File: config.mk
export PLATFORM = sky130hd
export DESIGN_NAME = fuse_prog_seq
export DESIGN_NICKNAME = d
export VERILOG_FILES = /design/src/rtl/fps_pkg.sv /design/src/rtl/fps_timer.sv /design/src/rtl/fps_bit_pick.sv /design/src/rtl/fps_verify.sv /design/src/rtl/fuse_prog_seq.sv
export SDC_FILE = /design/constraint.sdc
export NUM_CORES = 1
export LEC_CHECK = 0
export BUFFER_PORTS_ARGS = -buffer_cell sky130_fd_sc_hd__buf_2
export CORE_AREA = 2 2 79 89
export DETAILED_ROUTE_END_ITERATION = 7
export DIE_AREA = 0 0 81 91
export PLACE_DENSITY = 0.83
export SETUP_SLACK_MARGIN = 0.1
export SLEW_MARGIN = 0
export SYNTH_ARGS = -nofsm -noshare
export SYNTH_HDL_FRONTEND = slang
export SYNTH_SLANG_ARGS = --single-unit
File: constraint.sdc
create_clock -name clk -period 9.94 [get_ports clk]
set_input_delay 0.994 -clock clk [delete_from_list [all_inputs] [get_ports clk]]
set_output_delay 0.994 -clock clk [all_outputs]
set_load 0.02 [all_outputs]
File: src/rtl/fps_pkg.sv
package fps_pkg;

    typedef enum logic [1:0] {
        SUP_NOM  = 2'd0,
        SUP_PROG = 2'd1,
        SUP_VHI  = 2'd2,
        SUP_VLO  = 2'd3
    } supply_e;

    typedef enum logic [3:0] {
        ST_IDLE,
        ST_RAISE,
        ST_ARM,
        ST_STRIKE,
        ST_HOLD,
        ST_GAP,
        ST_VFY_HI,
        ST_VFY_LO,
        ST_DONE
    } state_e;

endpackage

File: src/rtl/fps_timer.sv
module fps_timer #(
    parameter int TW = 8
) (
    input  logic          clk,
    input  logic          rst_n,
    input  logic          load,
    input  logic [TW-1:0] load_val,
    output logic          last
);

    logic [TW-1:0] cnt_q;

    always_ff @(posedge clk) begin
        if (!rst_n) begin
            cnt_q <= '0;
        end else if (load) begin
            cnt_q <= load_val - TW'(1);
        end else if (cnt_q != '0) begin
            cnt_q <= cnt_q - TW'(1);
        end
    end

    assign last = (cnt_q == '0);

    AST_LOAD_NONZERO: assert property (@(posedge clk) disable iff (!rst_n)
        load |-> (load_val != '0));

endmodule

File: src/rtl/fps_bit_pick.sv
module fps_bit_pick #(
    parameter int DW = 8,
    parameter int IW = 3
) (
    input  logic [DW-1:0] todo,
    output logic          any,
    output logic [IW-1:0] idx
);

    always_comb begin
        idx = '0;
        for (int i = DW - 1; i >= 0; i--) begin
            if (todo[i]) idx = IW'(i);
        end
    end

    assign any = |todo;

endmodule

File: src/rtl/fps_verify.sv
module fps_verify #(
    parameter int DW = 8
) (
    input  logic          clk,
    input  logic          rst_n,
    input  logic          clear,
    input  logic          sample,
    input  logic [DW-1:0] data,
    input  logic [DW-1:0] mask,
    output logic          fail
);

    always_ff @(posedge clk) begin
        if (!rst_n) begin
            fail <= 1'b0;
        end else if (clear) begin
            fail <= 1'b0;
        end else if (sample && ((data & mask) != mask)) begin
            fail <= 1'b1;
        end
    end

    AST_FAIL_STICKY: assert property (@(posedge clk) disable iff (!rst_n)
        (fail && !clear) |=> fail);

endmodule

File: src/rtl/fuse_prog_seq.sv
module fuse_prog_seq #(
    parameter int CLK_HZ    = 100_000_000,
    parameter int SETTLE_US = 10,
    parameter int AW        = 10,
    parameter int DW        = 8,
    parameter int PW        = 8
) (
    input  logic          clk,
    input  logic          rst_n,
    input  logic          start,
    input  logic [AW-1:0] addr_in,
    input  logic [DW-1:0] mask_in,
    input  logic [PW-1:0] pulse_us,
    input  logic [DW-1:0] dev_data,
    output logic          busy,
    output logic          done,
    output logic          pass,
    output logic [1:0]    supply_req,
    output logic          ce_n,
    output logic [DW-1:0] prog_pulse,
    output logic [AW-1:0] addr_out
);
    import fps_pkg::*;

    localparam int CYC_PER_US = CLK_HZ / 1_000_000;
    localparam int SETTLE_CYC = SETTLE_US * CYC_PER_US;
    localparam int MAX_PULSE  = ((1 << PW) - 1) * CYC_PER_US;
    localparam int MAX_DLY    = (MAX_PULSE > SETTLE_CYC) ? MAX_PULSE : SETTLE_CYC;
    localparam int TW         = $clog2(MAX_DLY + 1);
    localparam int IW         = (DW > 1) ? $clog2(DW) : 1;
    localparam logic [TW-1:0] SETTLE_T = TW'(SETTLE_CYC);

    state_e        state_q, state_d;
    logic [AW-1:0] addr_q;
    logic [DW-1:0] mask_q;
    logic [DW-1:0] todo_q;
    logic [TW-1:0] strike_q;
    logic [IW-1:0] cur_q;

    logic          tmr_load;
    logic [TW-1:0] tmr_val;
    logic          tmr_last;
    logic          take_bit;
    logic          pick_any;
    logic [IW-1:0] pick_idx;
    logic          vfy_sample;
    logic          vfy_clear;
    logic          vfy_fail;
    supply_e       supply_d;

    fps_timer #(.TW(TW)) u_timer (
        .clk      (clk),
        .rst_n    (rst_n),
        .load     (tmr_load),
        .load_val (tmr_val),
        .last     (tmr_last)
    );

    fps_bit_pick #(.DW(DW), .IW(IW)) u_pick (
        .todo (todo_q),
        .any  (pick_any),
        .idx  (pick_idx)
    );

    fps_verify #(.DW(DW)) u_verify (
        .clk    (clk),
        .rst_n  (rst_n),
        .clear  (vfy_clear),
        .sample (vfy_sample),
        .data   (dev_data),
        .mask   (mask_q),
        .fail   (vfy_fail)
    );

    // next state and delay loads
    always_comb begin
        state_d  = state_q;
        tmr_load = 1'b0;
        tmr_val  = SETTLE_T;
        take_bit = 1'b0;
        unique case (state_q)
            ST_IDLE: begin
                if (start) begin
                    state_d  = ST_RAISE;
                    tmr_load = 1'b1;
                end
            end
            ST_RAISE, ST_GAP: begin
                if (tmr_last) begin
                    tmr_load = 1'b1;
                    if (pick_any) begin
                        state_d  = ST_ARM;
                        take_bit = 1'b1;
                    end else begin
                        state_d = ST_VFY_HI;
                    end
                end
            end
            ST_ARM: begin
                if (tmr_last) begin
                    state_d  = ST_STRIKE;
                    tmr_load = 1'b1;
                    tmr_val  = strike_q;
                end
            end
            ST_STRIKE: begin
                if (tmr_last) begin
                    state_d  = ST_HOLD;
                    tmr_load = 1'b1;
                end
            end
            ST_HOLD: begin
                if (tmr_last) begin
                    state_d  = ST_GAP;
                    tmr_load = 1'b1;
                end
            end
            ST_VFY_HI: begin
                if (tmr_last) begin
                    state_d  = ST_VFY_LO;
                    tmr_load = 1'b1;
                end
            end
            ST_VFY_LO: begin
                if (tmr_last) state_d = ST_DONE;
            end
            ST_DONE: state_d = ST_IDLE;
            default: state_d = ST_IDLE;
        endcase
    end

    assign vfy_clear  = (state_q == ST_IDLE) && start;
    assign vfy_sample = tmr_last && ((state_q == ST_VFY_HI) || (state_q == ST_VFY_LO));

    // state register and run context
    always_ff @(posedge clk) begin
        if (!rst_n) begin
            state_q  <= ST_IDLE;
            addr_q   <= '0;
            mask_q   <= '0;
            todo_q   <= '0;
            strike_q <= TW'(1);
            cur_q    <= '0;
        end else begin
            state_q <= state_d;
            if (vfy_clear) begin
                addr_q   <= addr_in;
                mask_q   <= mask_in;
                todo_q   <= mask_in;
                strike_q <= TW'((pulse_us == '0) ? PW'(1) : pulse_us) * TW'(CYC_PER_US);
            end else if (take_bit) begin
                cur_q  <= pick_idx;
                todo_q <= todo_q & ~(DW'(1) << pick_idx);
            end
        end
    end

    // outputs decoded from state
    always_comb begin
        supply_d   = SUP_NOM;
        ce_n       = 1'b1;
        prog_pulse = '0;
        busy       = 1'b1;
        done       = 1'b0;
        unique case (state_q)
            ST_IDLE:   busy = 1'b0;
            ST_RAISE:  supply_d = SUP_PROG;
            ST_ARM: begin
                supply_d   = SUP_PROG;
                prog_pulse = DW'(1) << cur_q;
            end
            ST_STRIKE: begin
                supply_d   = SUP_PROG;
                prog_pulse = DW'(1) << cur_q;
                ce_n       = 1'b0;
            end
            ST_HOLD: begin
                supply_d   = SUP_PROG;
                prog_pulse = DW'(1) << cur_q;
            end
            ST_GAP:    supply_d = SUP_PROG;
            ST_VFY_HI: begin
                supply_d = SUP_VHI;
                ce_n     = 1'b0;
            end
            ST_VFY_LO: begin
                supply_d = SUP_VLO;
                ce_n     = 1'b0;
            end
            ST_DONE:   done = 1'b1;
            default:   busy = 1'b0;
        endcase
    end

    assign supply_req = supply_d;
    assign pass       = done && !vfy_fail;
    assign addr_out   = addr_q;

    AST_ONE_PULSE: assert property (@(posedge clk) disable iff (!rst_n)
        $onehot0(prog_pulse));
    AST_STRIKE_UNDER_PULSE: assert property (@(posedge clk) disable iff (!rst_n)
        (supply_req == SUP_PROG && !ce_n) |-> (prog_pulse != '0));
    AST_PULSE_AT_PROG: assert property (@(posedge clk) disable iff (!rst_n)
        (prog_pulse != '0) |-> (supply_req == SUP_PROG));
    AST_VERIFY_CE_LOW: assert property (@(posedge clk) disable iff (!rst_n)
        (supply_req == SUP_VHI || supply_req == SUP_VLO) |-> !ce_n);
    AST_DONE_ONE: assert property (@(posedge clk) disable iff (!rst_n)
        done |=> !done);
    AST_DONE_RELEASE: assert property (@(posedge clk) disable iff (!rst_n)
        done |=> (!busy && supply_req == SUP_NOM && ce_n));
    AST_ADDR_HELD: assert property (@(posedge clk) disable iff (!rst_n)
        (busy && $past(busy)) |-> $stable(addr_out));
    AST_START_IGNORED: assert property (@(posedge clk) disable iff (!rst_n)
        (busy && !done && start) |=> busy);

endmodule

==> impl_metrics.csv <==
group,metric,value,unit
run_status,status,"finished, final reports clean",
place,io_buffers,60,
floorplan,rows,31,
floorplan,io_pins,61,
final_layout,layout.nets,587,
timing,hold_viol,0,
global_routing,grt_pass1_wl,14.3,mm
synth,synth.ff_latch_count,63,
drt,antenna_left,0,
drt,dr_wl_met3,377,µm
timing,max_freq,257,MHz
synth,avgSynthCellArea,8.28,µm²
clock_network,root_buffer,"clkbuf_8",
timing,skew,0.0129,ns
clock_network,htreeDepth,3,
final_layout,drive_above_1_share,17.8,%
timing,relSlewSlack,41.0,%
pwr,powerDensity,175,nW/µm²
drt,top_layer,"met4",
floorplan,dieArea,7370,µm²
synth,seq_area_frac_synth,32.9,%
drt,dr.pass1.iters,4,
worst_setup_path,cp_top_family,"adder cells",
timing,setup_viol,0,
synth,synth_area,3830,µm²
pwr,cellLeakagePower,1.88,nW
synth,synth-edff-count,0,
worst_setup_path,crit_type,"primary input to flop",
final_layout,syn2layout_area_growth,13.4,%
global_routing,overflow,0,
synth,syn_nets,532,
worst_setup_path,worstPathArrival,4.11,ns
synth,ys_types,59,
floorplan,dieWidth,81,µm
clock_network,postCtsHoldBufs,0,
global_routing,grt_max_degree,52,
timing,period_share,39.2,%
worst_setup_path,startpoint_type,"primary input",
global_routing,track_usage,24.3,%
worst_setup_path,crit_top_cell,"ha_1",
worst_setup_path,r2r_slack,6.39,ns
synth,synth_largest_area_cell,"dfxtp_1",
final_layout,num_antenna_cells,0,
min_path,hold_class,"flop to flop",
pwr,irDropWorstVdd,111,µV
timing,rsz0062_at_grt,"false",
floorplan,initial_utilization,59.6,%
timing,hold-worst-slack,0.472,ns
clock_network,post_cts_buffers,0,
timing,worstMarginPinSlew,0.877,ns
synth,synth_cells,463,
worst_setup_path,crit_path_max_incr_delay,0.46,ns
drt,wl_per_cell,14.0,µm
drt,met2WireLength,4.22,mm
clock_network,clk_latency,0.34,ns
drt,via_count,3409,
worst_setup_path,crit_chain,"buf_2, inv_1, ha_1, nand3_1, nand2b_1, nand2_1, mux2i_1, ha_1, ha_1, fa_1, a21o_1, a21oi_1, o21bai_1, a21oi_1, xor2_1, o21ai_0, and2_1",
synth,synthFlopType,"dfxtp_1",
worst_setup_path,crit_slowest_cell,"fa_1",
clock_network,ctsResizeCount,0,
synth,synthTopCellsByArea,"dfxtp_1 33%, ha_1 9.5%, nand2_1 6.7%, a21boi_0 5.7%, nor2_1 3.6%",
clock_network,cts_made_buffers,9,
timing,fin_tns_setup,0,ns
clock_network,clk_pin_slew,0.07,ns
floorplan,core_area,6440,µm²
synth,synth_most_common_cell,"nand2_1",
worst_setup_path,critical_path_depth,17,
timing,finalCriticalPeriod,3.89,ns
pwr,p_total,762,µW
drt,drc,0,
worst_setup_path,required,10.16,ns
drt,wirelength_met1,3.77,mm
worst_setup_path,path_buf_inv,2,
worst_setup_path,end_kind,"flop",
synth,async_flop_share,0,%
clock_network,cts_num_sinks,63,
synth,synth_top_area_share,32.9,%
drt,finalWirelength,8.50,mm
drt,viasPerCell,5.63,
synth,synthTopCellsByCount,"68 x nand2_1, 63 x dfxtp_1, 37 x nor2_1",
place,post-dp-hpwl,6.27,mm
drt,drt_iter0_drc,142,
job,maxCapViolCount,0,
worst_setup_path,r2r_cells,11,
min_path,holdPathStages,2,
worst_setup_path,crit_path_max_fanout,8,
floorplan,die_h,91,µm
place,place_congestion,0.842,
clock_network,clockBufferDepth,2,
timing,slew_violations,0,
global_routing,antenna_found_initial,0,
global_routing,grt_pass1_vias,3302,
synth,ys_warn_count,0,
clock_network,cts_tree,"done",
-- registers in the layout, indices dropped and copies added (netlist names) --
name and flops:
u_timer.cnt_q 15, strike_q 14, addr_out 10, mask_q 8, todo_q 8, state_q 4
cur_q 3, u_verify.fail 1
-- cell families after synthesis --
logic type      Yosys count  synth area share [%]
buf+inv                  43                  4.60
fa+ha+maj                32                  11.0
mux                       5                  1.31
xor+xnor                 17                  3.88
flops                    63                  32.9
simple gates            191                  26.3
compound gates          112                  20.0
-- tightest hold or removal path: stages, from the launching register on --
cell	delay (ns)
dfxtp_1	0.31
nand2_1	0.05
a21boi_0	0.06
-- through the flow --
step / setup WS, ns / cells / util, % / instance area [µm²]
finish: 6.05 / 605 / 67.5 / 4350
global route: 5.81 / 605 / 67.5 / 4350
CTS: 6.05 / 605 / 67.5 / 4350
detailed placement: 5.73 / 589 / 64.8 / 4170
global placement: 5.84 / 589 / 64.8 / 4170
floorplan: 6.14 / 463 / - / 3830
-- where the power goes --
| part | internal, mW | switching (mW) | total [mW] |
|---|---|---|---|
| Combinational | 0.104 | 0.146 | 0.250 |
| Clock | 0.0968 | 0.0997 | 0.197 |
| Sequential | 0.284 | 0.0310 | 0.315 |
-- routing by layer --
layer,up-vias,track usage (%)
met2,83,40.4
li1,1740,-
met4,0,8.90
met3,13,6.16
met5,-,0
met1,1573,30.0
-- layout by cell type (no fill, tap or decap), types with 7 or more instances in the layout --
cell type,count
clkbuf_8,10
a21oi_1,19
buf_2,60
nor3_1,7
nand2b_1,9
nand3_1,15
dfxtp_1,63
and2_1,13
ha_1,29
o21ai_0,18
xor2_1,11
inv_1,24
nor2_1,37
a21boi_0,29
nand2_1,68
-- final cells by class --
| cell class | count | area [µm²] |
|---|---|---|
| clock buffers | 11 | 141 |
| clock inverters | 5 | 33.8 |
| fillers | 525 | 2090 |
| inverters | 24 | 90.1 |
| multi-input cells | 357 | 2400 |
| flip-flops and latches | 63 | 1260 |
| well taps | 82 | 103 |
| repair buffers | 63 | 323 |
-- worst paths after layout --
check,start,to
min reg2reg,addr_out[5],addr_out[5]
max,pulse_us[4],strike_q[12]
max reg2reg,state_q[3],u_timer.cnt_q[14]
min,addr_out[5],addr_out[5]
(Power assumes the default switching activity.)
